==> config.mk <==
export PLATFORM = sky130hd
export DESIGN_NAME = xw_crossword_codec
export DESIGN_NICKNAME = d
export VERILOG_FILES = /design/src/rtl/xw_pkg.sv /design/src/rtl/xw_crc.sv /design/src/rtl/xw_encoder.sv /design/src/rtl/xw_decoder.sv /design/src/rtl/xw_crossword_codec.sv
export SDC_FILE = /design/constraint.sdc
export NUM_CORES = 1
export LEC_CHECK = 0
export ABC_AREA = 1
export ABC_CLOCK_PERIOD_IN_PS = 12080
export BUFFER_PORTS_ARGS = -buffer_cell sky130_fd_sc_hd__buf_4
export CAP_MARGIN = 20
export CORE_MARGIN = 3
export CORE_UTILIZATION = 39
export CTS_CLUSTER_SIZE = 8
export DETAILED_ROUTE_END_ITERATION = 10
export PLACE_DENSITY = 0.61
export SLEW_MARGIN = 20
export SYNTH_ARGS = -nofsm -noshare
export SYNTH_HDL_FRONTEND = slang
export SYNTH_SLANG_ARGS = --single-unit
==> constraint.sdc <==
create_clock -name clk -period 12.08 [get_ports clk]
set_clock_uncertainty 0.2 [all_clocks]
set_input_delay 2.416 -clock clk [delete_from_list [all_inputs] [get_ports clk]]
set_output_delay 2.416 -clock clk [all_outputs]
set_load 0.005 [all_outputs]
==> src/rtl/xw_pkg.sv <==
`timescale 1ns/1ps
package xw_pkg;
  typedef enum logic [1:0] {
    VD_CLEAN = 2'd0,
    VD_FIX_A = 2'd1,
    VD_FIX_B = 2'd2,
    VD_LOST  = 2'd3
  } xw_verdict_e;

  // fail[0]=A, fail[1]=B, fail[2]=parity group
  function automatic xw_verdict_e xw_classify(input logic [2:0] fail);
    case (fail)
      3'b000, 3'b100: return VD_CLEAN;
      3'b001:         return VD_FIX_A;
      3'b010:         return VD_FIX_B;
      default:        return VD_LOST;
    endcase
  endfunction
endpackage

==> src/rtl/xw_crc.sv <==
`timescale 1ns/1ps
module xw_crc #(
  parameter int DATA_W = 48,
  parameter int CRC_W  = 16,
  parameter logic [CRC_W-1:0] POLY = 16'h1021
) (
  input  logic [DATA_W-1:0] data_i,
  output logic [CRC_W-1:0]  crc_o
);
  // serial division, highest data bit first, register starts at zero
  always_comb begin
    logic [CRC_W-1:0] rem;
    logic fb;
    rem = '0;
    for (int i = DATA_W - 1; i >= 0; i--) begin
      fb  = data_i[i] ^ rem[CRC_W-1];
      rem = {rem[CRC_W-2:0], 1'b0};
      if (fb) rem = rem ^ POLY;
    end
    crc_o = rem;
  end
endmodule

==> src/rtl/xw_encoder.sv <==
`timescale 1ns/1ps
module xw_encoder #(
  parameter int SAMPLE_W = 16,
  parameter int LANES    = 3,
  parameter int CRC_W    = 16,
  parameter logic [CRC_W-1:0] CRC_POLY = 16'h1021
) (
  input  logic                                      clk,
  input  logic                                      rst_n,
  input  logic                                      in_valid,
  output logic                                      in_ready,
  input  logic [2*SAMPLE_W*LANES-1:0]               in_data,
  output logic                                      out_valid,
  input  logic                                      out_ready,
  output logic [3*(SAMPLE_W*LANES+CRC_W)-1:0]       out_word
);
  localparam int DATA_W = SAMPLE_W * LANES;
  localparam int CW_W   = DATA_W + CRC_W;

  logic              vld_q;
  logic [DATA_W-1:0] grp_q [2];

  assign in_ready  = !vld_q || out_ready;
  assign out_valid = vld_q;

  always_ff @(posedge clk) begin
    if (!rst_n) vld_q <= 1'b0;
    else if (in_ready) vld_q <= in_valid;
  end

  always_ff @(posedge clk) begin
    if (in_valid && in_ready) begin
      grp_q[0] <= in_data[DATA_W-1:0];
      grp_q[1] <= in_data[2*DATA_W-1:DATA_W];
    end
  end

  for (genvar g = 0; g < 3; g++) begin : g_cw
    logic [DATA_W-1:0] body;
    logic [CRC_W-1:0]  chk;
    if (g == 2) begin : g_par
      assign body = grp_q[0] ^ grp_q[1];
    end else begin : g_dat
      assign body = grp_q[g];
    end
    xw_crc #(.DATA_W(DATA_W), .CRC_W(CRC_W), .POLY(CRC_POLY)) crc_i (
      .data_i(body), .crc_o(chk));
    assign out_word[g*CW_W +: CW_W] = {chk, body};
  end

  // encoder output is held while stalled
  assert_enc_hold_R8: assert property (@(posedge clk) disable iff (!rst_n)
    out_valid && !out_ready |=> out_valid && $stable(out_word));
endmodule

==> src/rtl/xw_decoder.sv <==
`timescale 1ns/1ps
module xw_decoder
  import xw_pkg::*;
#(
  parameter int SAMPLE_W = 16,
  parameter int LANES    = 3,
  parameter int CRC_W    = 16,
  parameter logic [CRC_W-1:0] CRC_POLY = 16'h1021
) (
  input  logic                                clk,
  input  logic                                rst_n,
  input  logic                                in_valid,
  output logic                                in_ready,
  input  logic [3*(SAMPLE_W*LANES+CRC_W)-1:0] in_word,
  output logic                                out_valid,
  input  logic                                out_ready,
  output logic [2*SAMPLE_W*LANES-1:0]         out_data,
  output logic [2*LANES-1:0]                  out_fixed,
  output logic [2*LANES-1:0]                  out_bad
);
  localparam int DATA_W = SAMPLE_W * LANES;
  localparam int CW_W   = DATA_W + CRC_W;

  logic              s1_vld, s2_vld, s1_adv, s2_adv;
  logic [2:0]        fail_c, s1_fail;
  logic [DATA_W-1:0] s1_body [3];
  logic [DATA_W-1:0] masked [3];
  logic [DATA_W-1:0] rec_a, rec_b;
  logic [2*LANES-1:0] fix_c, bad_c;
  xw_verdict_e       verdict;

  assign s2_adv    = !s2_vld || out_ready;
  assign s1_adv    = !s1_vld || s2_adv;
  assign in_ready  = s1_adv;
  assign out_valid = s2_vld;

  // stage 1: CRC check of each received codeword
  for (genvar g = 0; g < 3; g++) begin : g_chk
    logic [CRC_W-1:0] calc;
    xw_crc #(.DATA_W(DATA_W), .CRC_W(CRC_W), .POLY(CRC_POLY)) crc_i (
      .data_i(in_word[g*CW_W +: DATA_W]), .crc_o(calc));
    assign fail_c[g] = calc != in_word[g*CW_W + DATA_W +: CRC_W];
  end

  always_ff @(posedge clk) begin
    if (!rst_n) begin
      s1_vld <= 1'b0;
      s2_vld <= 1'b0;
    end else begin
      if (s1_adv) s1_vld <= in_valid;
      if (s2_adv) s2_vld <= s1_vld;
    end
  end

  always_ff @(posedge clk) begin
    if (in_valid && s1_adv) begin
      s1_fail <= fail_c;
      for (int g = 0; g < 3; g++) s1_body[g] <= in_word[g*CW_W +: DATA_W];
    end
  end

  // stage 2: erasure recovery by column parity
  always_comb begin
    for (int g = 0; g < 3; g++) masked[g] = s1_fail[g] ? '0 : s1_body[g];
    verdict = xw_classify(s1_fail);
    rec_a = masked[0];
    rec_b = masked[1];
    fix_c = '0;
    bad_c = '0;
    case (verdict)
      VD_FIX_A: begin
        rec_a = masked[1] ^ masked[2];
        fix_c[LANES-1:0] = '1;
      end
      VD_FIX_B: begin
        rec_b = masked[0] ^ masked[2];
        fix_c[2*LANES-1:LANES] = '1;
      end
      VD_LOST: bad_c = {{LANES{s1_fail[1]}}, {LANES{s1_fail[0]}}};
      default: ;
    endcase
  end

  always_ff @(posedge clk) begin
    if (s1_vld && s2_adv) begin
      out_data  <= {rec_b, rec_a};
      out_fixed <= fix_c;
      out_bad   <= bad_c;
    end
  end

  // decoder result is held while stalled
  assert_dec_hold_R8: assert property (@(posedge clk) disable iff (!rst_n)
    out_valid && !out_ready |=> out_valid && $stable(out_data)
      && $stable(out_fixed) && $stable(out_bad));

  // accepted triple is presented two edges later when unstalled
  assert_dec_latency_R7: assert property (@(posedge clk) disable iff (!rst_n)
    (in_valid && in_ready && out_ready) ##1 out_ready |=> out_valid);

  // a lane is never corrected and lost together
  assert_flag_excl_R10: assert property (@(posedge clk) disable iff (!rst_n)
    out_valid |-> (out_fixed & out_bad) == '0);

  // corrections come as a whole group of lanes
  assert_fix_group_R5: assert property (@(posedge clk) disable iff (!rst_n)
    out_valid |-> ($countones(out_fixed) == 0 || $countones(out_fixed) == LANES));

  // a lost lane carries zero
  for (genvar l = 0; l < 2*LANES; l++) begin : g_lost_chk
    assert_lost_zero_R6: assert property (@(posedge clk) disable iff (!rst_n)
      out_valid && out_bad[l] |-> out_data[l*SAMPLE_W +: SAMPLE_W] == '0);
  end
endmodule

==> src/rtl/xw_crossword_codec.sv <==
`timescale 1ns/1ps
module xw_crossword_codec #(
  parameter int SAMPLE_W = 16,
  parameter int LANES    = 3,
  parameter int CRC_W    = 16,
  parameter logic [CRC_W-1:0] CRC_POLY = 16'h1021
) (
  input  logic                                clk,
  input  logic                                rst_n,
  input  logic                                enc_in_valid,
  output logic                                enc_in_ready,
  input  logic [2*SAMPLE_W*LANES-1:0]         enc_in_data,
  output logic                                enc_out_valid,
  input  logic                                enc_out_ready,
  output logic [3*(SAMPLE_W*LANES+CRC_W)-1:0] enc_out_word,
  input  logic                                dec_in_valid,
  output logic                                dec_in_ready,
  input  logic [3*(SAMPLE_W*LANES+CRC_W)-1:0] dec_in_word,
  output logic                                dec_out_valid,
  input  logic                                dec_out_ready,
  output logic [2*SAMPLE_W*LANES-1:0]         dec_out_data,
  output logic [2*LANES-1:0]                  dec_out_fixed,
  output logic [2*LANES-1:0]                  dec_out_bad
);
  xw_encoder #(.SAMPLE_W(SAMPLE_W), .LANES(LANES), .CRC_W(CRC_W), .CRC_POLY(CRC_POLY)) enc_i (
    .clk(clk), .rst_n(rst_n),
    .in_valid(enc_in_valid), .in_ready(enc_in_ready), .in_data(enc_in_data),
    .out_valid(enc_out_valid), .out_ready(enc_out_ready), .out_word(enc_out_word));

  xw_decoder #(.SAMPLE_W(SAMPLE_W), .LANES(LANES), .CRC_W(CRC_W), .CRC_POLY(CRC_POLY)) dec_i (
    .clk(clk), .rst_n(rst_n),
    .in_valid(dec_in_valid), .in_ready(dec_in_ready), .in_word(dec_in_word),
    .out_valid(dec_out_valid), .out_ready(dec_out_ready), .out_data(dec_out_data),
    .out_fixed(dec_out_fixed), .out_bad(dec_out_bad));

  // no stale output out of reset
  assert_reset_idle_R9: assert property (@(posedge clk)
    !rst_n |=> !enc_out_valid && !dec_out_valid);
endmodule

; Word-level counts from Yosys, hierarchy flattened
; Memory sizes are Yosys's and may differ from the RTL's.
; Cells that the tools add are included.
; Widths: inputs -> output; s select.
[op_classes]
n_bitwise = 567
shifts = 0
n_addsub = 0
n_eq_ne = 9
n_mux = 300
n_div = 0
multipliers = 0
n_reduce_logical = 11
n_lt_le_gt_ge = 0
[ops]
columns = cell, count
row1 = $mux 13, 288
row2 = $not 3->3, 282
row3 = $xor 1x1->1, 264
row4 = $mux 48, 5
row5 = $xor 48x48->48, 3
row6 = $ne 16x16->1, 3
row7 = $xor 1x1->1 const B, 18
row8 = $mux 3, 2
row9 = $pmux 2 s3, 1
row10 = $eq 2x2->1 const B, 2
row11 = $mux 1, 4
row12 = $eq 3x1->1 const B, 1
row13 = $eq 3x2->1 const B, 1
row14 = $eq 3x3->1 const B, 1
row15 = $logic_and 1x1->1, 3
row16 = $logic_not 1->1, 3
row17 = $logic_not 3->1, 1
row18 = $logic_or 1x1->1, 3
row19 = $eq 2x1->1 const B, 1
row20 = $reduce_or 2->1, 1
[totals]
mem_bits_ro = 0
regBits = 112
mem_bits_rw = 240
out_inout_bits = 304
latch_bits = 0
elab_cells = 896
memories = 2
[mem_list]
columns = memory, depth, word_bits, rd, rd_ports_with_merged_regs, write_ports, line
row1 = dec_i.s1_body, 3, 48, 3, 0, 3, xw_decoder.sv:26  ; logic [DATA_W-1:0] s1_body [3];
row2 = enc_i.grp_q, 2, 48, 2, 0, 2, xw_encoder.sv:21  ; logic [DATA_W-1:0] grp_q [2];

; Logic depth before layout (Yosys ltp)
; Gate-level depths: netlist (run 1).
; An unclocked memory read counts as a cell.
[depth]
depth_word = 97
depth_mapped = 33

; Hierarchy
; A second synthesis (run 1) with hierarchy kept.
[unflattened]
hier_cells = 3643
hier_area_um2 = 27532.7
[modules_own_cells]
columns = mod, area_per_inst_um2, seq_area_each_um2, cells_per_inst, n_inst
row1 = xw_crc, 2169.6, 0.0, 399, 6
row2 = xw_decoder, 11160.7, 7457.2, 1098, 1
row3 = xw_encoder, 3354.5, 2902.8, 151, 1

; Worst setup path after synthesis (run 1)
; OpenSTA, ideal clock, no wires.
[synth_path]
path_kind = input to register
from = input dec_out_ready
to = register dec_i.out_bad[2] (enable)
t_required_ns = 11.289
arrival_time_ns = 7.282
path_stages = 2
setup_slack_ns = 4.006
setup_ns = 0.591
cell_sequence = inv_1 > a21oi_1
[synth_via]
elab_chain_cells = 2
[synth_rtl]
columns = item, line
row1 = from (decl), xw_crossword_codec.sv:20  ; input logic dec_out_ready,
row2 = $logic_or 1x1->1, xw_decoder.sv:32  ; assign s2_adv = !s2_vld || out_ready;
row3 = $logic_and 1x1->1, xw_decoder.sv:85  ; if (s1_vld && s2_adv) begin
row4 = to (signal assigned), xw_decoder.sv:88  ; out_bad <= bad_c;
row5 = to (decl), xw_decoder.sv:19  ; output logic [2*LANES-1:0] out_bad
; No other way between the ends.
; A chain may end at the register's enable or synchronous reset.

==> results.cfg, run 1 <==
[outcome]
status = completed

[clocking]
cts_num_sinks = 346
clkSlewWorstSetupHoldPaths_ns = 0.05
cts_buffers = 50
postCtsSetupBuffers = 0
cts_tree = built
ctsLongestPathBuffers = 3
clk_latency_ns = 0.61
ctsHoldBuffers = 0
cts_root_buffer = clkbuf_16
cts_resized = 0
cts-htree-levels = 2

[power]
powerDensity_nw_per_um2 = 370
ir_drop_mv = 0.343
p_switching_mw = 5.89
p_clk_share_pct = 10.8
p_leak_nw = 16.2
p_seq_share_pct = 12.1
power.internal_mw = 6.08
p_comb_share_pct = 77.1
p_sw_share_pct = 49.2

[routing]
met1_length_um = 41900
route.vias.total = 23200
drt_wl_total_um = 95000
vias_per_cell = 4.82
first_pass_iters = 5
wl_met3_um = 6120
drt_iter0_markers = 1805
routed-wl-met2_um = 45100
post_drt_wl_per_cell_um = 19.7
ant_nets = 0
top_layer_used = met5
route.detailed.drc = 0

[timing]
rsz0062_at_grt = no
fmax_ghz = 0.140
setup_violations = 0
relSlewSlack_pct = 30.5
fin_crit_sh_pct = 59.2
min_period_ns = 7.16
worst_slew_pin_slew_ns = 1.04
finalWorstSetupSlack_ns = 4.92
tns_ns = 0
final_hold_viol_count = 0
slew_violations = 0

[die]
placeableCoreArea_um2 = 64600
start_util_pct = 39.5
rows = 93
fp.dieW_um = 262
ios = 598
die_h_um = 262
die_area_um2 = 68600

[finish]
final_common_cell = nand2_1
drive_above_1_share_pct = 20.7
nets = 4237
instances_no_fill = 4827
multi_input_comb_area_um2 = 13300
fill_cells = 6283
areaGrowthSynthToFinish_pct = 26.8
most-common-layout-cells = 1300 x nand2_1, 607 x buf_4, 425 x inv_1, 351 x nand3_1, 343 x edfxtp_1
final_cell_area_um2 = 32400
regArea_um2 = 10400

[placement]
port_buffers = 597
dp_cells = 4746
place_ws_ns = 5.60
hpwl_um = 78500
place_area_um2 = 31000
gp_congestion = 0.923

[global_route]
gr-total-overflow = 0
antenna_found_initial = 9
first_global_vias = 21500
grt_util_all_layers_pct = 26.8
grt_max_degree = 82
grt_pass1_wl_um = 136000

[synth]
synthCells = 3325
yosysSeqAreaShare_pct = 40.6
yosysWarnings = 0
synth_area_um2 = 25500
avgSynthCellArea_um2 = 7.68
synth_cell_types = 36
ys_ff_latch = 346
syn_nets = 3619

[job]
max_cap_viol_count = 0

[critical_path]
reg2reg_to = dec_i.s1_body[0][55]
worstSetupEndpointType = output pin
worstPathArrival_ns = 4.54
timing.reg2reg.setup_slack_ns = 9.22
cp_cell_sequence = xnor2_1 > nand2_1 > nand2_2 > xnor2_1 > nand2_1 > nand2_1 > xor2_1 > nand2_1 > nand2_1 > inv_1 > nand2_1 > nand2_1 > xor2_1 > inv_1 > nand2_1 > nand2_1 > nand2_1 > nand2_1 > nand2_1 > nand3_1 > nand2_1 > nand2_1 > nand2_1 > buf_4
rr_worst_depth = 4
r2r-start = dec_i.out_valid
cp_max_fo = 6
path_class = register to output pin
cp-start-kind = register
crit_top_cell = nand2_1
cpPeakStageDelay_ns = 0.60
slowest_stage = edfxtp_1
required_ns = 9.46

[min_path]
whs_endpoint = dec_i.out_valid
min_from = dec_i.s1_vld
hold_class = register to register
hold_depth = 2
## metal layers
metal / global-route usage (%) / vias up
met5: 0 / -
met4: 6.25 / 6
met3: 4.73 / 102
met2: 45.2 / 656
met1: 36.0 / 10800
li1: - / 11700
## worst max-delay path by stage
stage / slack (ns) / end / from / cells after the start
after floorplan: 4.01 / dec_i.out_bad[2] / dec_out_ready / 2
after detailed placement: 5.60 / enc_out_word[184] / enc_i.grp_q[0][93] / 25
after global placement: 5.62 / enc_out_word[184] / enc_i.grp_q[0][93] / 25
after CTS: 4.94 / enc_out_word[184] / enc_i.grp_q[0][93] / 25
after global routing: 4.49 / enc_out_word[117] / enc_i.grp_q[0][92] / 24
final: 4.92 / enc_out_word[124] / enc_i.grp_q[0][92] / 24
## power by group through the flow
stage,registers [mW],clock network [mW],logic [mW]
after detailed placement,1.47,0,9.26
final,1.45,1.29,9.23
after CTS,1.45,1.31,9.28
after global placement,1.47,0,9.18
after global routing,1.45,1.36,10.4
after floorplan,1.46,0,5.80
## state kept, by name (all words and copies together) (netlist names)
name / cells
dec_i.s1_body: 144
dec_i.out_data: 96
enc_i.grp_q: 96
dec_i.s1_fail: 3
dec_i.out_bad: 2
dec_i.out_fixed: 2
dec_i.out_valid: 1
dec_i.s1_vld: 1
enc_i.out_valid: 1
## kinds of logic (layout without fill, tap and decap cells)
group | after synthesis | in the layout | share of synthesized area, %
AND/OR/NAND/NOR | 1884 | 1884 | 31.5
XOR/XNOR | 490 | 490 | 18.0
buffers and inverters | 484 | 1122 | 7.36
flip-flops | 346 | 346 | 40.6
AO/OA/AOI/OAI | 121 | 121 | 2.52
other | 0 | 9 | 0
## area by class of cell
cell class / count / area share [%]
antenna: 9 / 0.0695
clock buffer: 65 / 4.04
clock inverter: 7 / 0.239
inverter: 443 / 5.15
multi-input combinational: 2495 / 41.2
sequential: 346 / 32.0
tap: 855 / 3.30
timing repair buffer: 607 / 14.1
## synth_stat cells
cell / count / area share [%]
clkinv_1: 2 / 0.029
o21ai_0: 71 / 1.4
nand3_2: 1 / 0.039
a21oi_1: 22 / 0.43
clkbuf_1: 23 / 0.34
edfxtp_1: 343 / 40
nand3_1: 351 / 6.9
nor2_4: 1 / 0.044
o22ai_1: 26 / 0.64
nand2b_2: 1 / 0.034
inv_1: 426 / 6.3
nand2_4: 3 / 0.13
buf_4: 14 / 0.41
nand2_1: 1300 / 19
xor2_4: 2 / 0.22
nor3_1: 2 / 0.039
dfxtp_1: 3 / 0.24
or2_1: 3 / 0.074
xnor2_2: 5 / 0.32
or2_2: 6 / 0.15
a22o_1: 1 / 0.034
nor2_1: 59 / 0.87
nand3b_1: 54 / 1.6
or2_4: 3 / 0.10
nand4_1: 8 / 0.20
xnor2_1: 174 / 6.0
nand2_2: 89 / 2.2
xnor2_4: 2 / 0.22
xor2_2: 27 / 1.7
xor2_1: 280 / 9.6
or2_0: 1 / 0.025
buf_6: 1 / 0.044
inv_2: 15 / 0.22
buf_2: 3 / 0.059
nand2b_1: 2 / 0.049
o21bai_1: 1 / 0.029
## per-stage QoR
step / power, mW / hold WS, ns / utilization (%)
global placement: 10.6 / 0.324 / 48.0
floorplan: 7.26 / 0.249 / -
detailed placement: 10.7 / 0.331 / 48.0
finish: 12.0 / 0.337 / 50.2
CTS: 12.0 / 0.339 / 50.1
global route: 13.2 / 0.364 / 50.1
## worst max-delay path: cells and delay by family (launching register included)
kind          cells  cell delay (ns)
buf+inv           3             0.29
simple gates     17             1.90
flops             1             0.60
xor+xnor          4             1.13
(Power assumes the default switching activity.)
==> run 2, diff against run 1 <==
--- a/config.mk
+++ b/config.mk
@@ -6,7 +6,7 @@
 export NUM_CORES = 1
 export LEC_CHECK = 0
 export ABC_AREA = 1
-export ABC_CLOCK_PERIOD_IN_PS = 12080
+export ABC_CLOCK_PERIOD_IN_PS = 7200
 export BUFFER_PORTS_ARGS = -buffer_cell sky130_fd_sc_hd__buf_4
 export CAP_MARGIN = 20
 export CORE_MARGIN = 3
==> constraint.sdc (replaced) <==
create_clock -name clk -period 7.2 [get_ports clk]
set_clock_uncertainty 0.2 [all_clocks]
set_input_delay 1.44 -clock clk [delete_from_list [all_inputs] [get_ports clk]]
set_output_delay 1.44 -clock clk [all_outputs]
set_load 0.005 [all_outputs]
==> run 2 against run 1 <==
Effect of this change:
- register-to-register slack got worse by 4.8 ns
- clock-buffer cell count unchanged
- die area unchanged
==> results.cfg, run 2 (synthesis gave the netlist of run 1 again) <==
[routing]
post_drt_wl_per_cell_um = 19.7
route.vias.total = 23300
vias_per_cell = 4.83
ant_nets = 0
drt_wl_total_um = 95300
first_pass_iters = 5
route.detailed.drc = 0
drt_iter0_markers = 1824

[placement]
gp_congestion = 0.912
dp_cells = 4748
hpwl_um = 78700
port_buffers = 597

[critical_path]
path_class = register to output pin
required_ns = 5.56
crit_start = enc_i.grp_q[0][93]
crit_end = enc_out_word[184]
reg2reg_to = dec_i.out_data[93]
cp-start-kind = register
cp_max_fo = 7
worstSetupEndpointType = output pin
worstPathArrival_ns = 4.67
r2r-start = dec_i.s1_fail[0]
rr_worst_depth = 7
timing.reg2reg.setup_slack_ns = 4.44

[finish]
most-common-layout-cells = 1300 x nand2_1, 609 x buf_4, 425 x inv_1, 351 x nand3_1, 343 x edfxtp_1
final_common_cell = nand2_1
reg.largest.list = dec_i.s1_body x144, dec_i.out_data x96, enc_i.grp_q x96
regMostFlops = dec_i.s1_body
fill_cells = 6346
nets = 4239
drive_above_1_share_pct = 20.8
finish.utilization_pct = 50.2
largest_register_ffs = 144
instances_no_fill = 4829
areaGrowthSynthToFinish_pct = 26.9

[timing]
min_period_ns = 6.31
worst_slew_pin_slew_ns = 0.956
timing.hold.ws_ns = 0.336
tns_ns = 0
rsz0062_at_grt = no
fmax_ghz = 0.158
relSlewSlack_pct = 36.3
setup_violations = 0
slew_violations = 0
final_hold_viol_count = 0
fin_crit_sh_pct = 87.6

[power]
ir_drop_mv = 0.587
powerDensity_nw_per_um2 = 621
p_leak_nw = 16.2
finalPower_mw = 20.1

[global_route]
grt_util_all_layers_pct = 26.9
first_global_vias = 21600
gr-total-overflow = 0
grt_max_degree = 69
grt_pass1_wl_um = 135000
antenna_found_initial = 10

[die]
die_h_um = 262
placeableCoreArea_um2 = 64600
fp.dieW_um = 262
ios = 598
die_area_um2 = 68600
start_util_pct = 39.5
rows = 93

[clocking]
cts-htree-levels = 2
cts_resized = 0
cts_buffers = 50
clk_latency_ns = 0.61
cts_root_buffer = clkbuf_16
ctsHoldBuffers = 0
postCtsSetupBuffers = 0
cts_num_sinks = 346
cts_tree = built
clkSlewWorstSetupHoldPaths_ns = 0.05
ctsLongestPathBuffers = 3

[min_path]
hold_class = register to register
hold_depth = 2

[outcome]
status = completed

[job]
max_cap_viol_count = 0
## run 2: cell types whose count changed in the layout (fill, tap and decap cells not counted), sizes merged
cell	previous run	this run
clkinvlp	1	0
buf	607	609
clkinv	6	7
## run 2: how the worst min path moves through the flow
| stage | to | from |
|---|---|---|
| global placement | dec_i.out_valid | dec_i.s1_vld |
| global route | enc_i.out_valid | enc_i.out_valid |
| floorplan | dec_i.out_valid | dec_i.s1_vld |
| CTS | dec_i.out_valid | dec_i.out_valid |
| finish | dec_i.out_valid | dec_i.s1_vld |
| detailed placement | dec_i.out_valid | dec_i.out_valid |
## run 2: cell type report
class	count	area, um^2	share of cell area (%)
Sequential cell	346	10400	32.0
Inverter	443	1670	5.15
Tap cell	855	1070	3.30
Timing Repair Buffer	609	4570	14.1
Clock inverter	7	75.1	0.232
Multi-Input combinational cell	2495	13300	41.1
Antenna cell	9	22.5	0.0695
Clock buffer	65	1320	4.06
## run 2: per-stage QoR
| stage | area, um^2 | setup slack [ns] |
|---|---|---|
| after floorplan | 25500 | 0.102 |
| after global placement | 31000 | 1.67 |
| after detailed placement | 31000 | 1.58 |
| after CTS | 32400 | 0.916 |
| after global routing | 32400 | 0.439 |
| final | 32400 | 0.890 |
## run 2: power by group
group	internal, mW	leakage [nW]	switching [mW]
Clock	1.27	0.674	0.916
Combinational	6.61	12.2	8.90
Sequential	2.34	3.37	0.0894
Total	10.2	16.2	9.90
## run 2: layer usage
| metal | vias up | share of wire, % | track usage [%] |
|---|---|---|---|
| li1 | 11700 | - | - |
| met1 | 10700 | 43 | 36.1 |
| met2 | 771 | 47 | 44.6 |
| met3 | 132 | 7.3 | 4.64 |
| met4 | 4 | 2.8 | 7.89 |
| met5 | - | 0.026 | 0 |
## run 2: worst max-delay path: stages, from the launching register on
cell	delay, ns
edfxtp_1	0.54
xor2_1	0.54
nand2_1	0.17
nand2_1	0.18
xor2_1	0.38
inv_1	0.08
nand2_1	0.09
nand2_1	0.11
nand2_1	0.12
nand2_1	0.13
nand2_1	0.11
nand2_1	0.05
nand2_1	0.05
nand2_1	0.09
inv_1	0.06
nand3_1	0.18
nand2_2	0.16
nand2_1	0.07
nand2_2	0.09
nand3_1	0.09
nand2_2	0.11
xor2_1	0.35
inv_2	0.07
nand2_1	0.07
nand2_1	0.06
buf_4	0.13
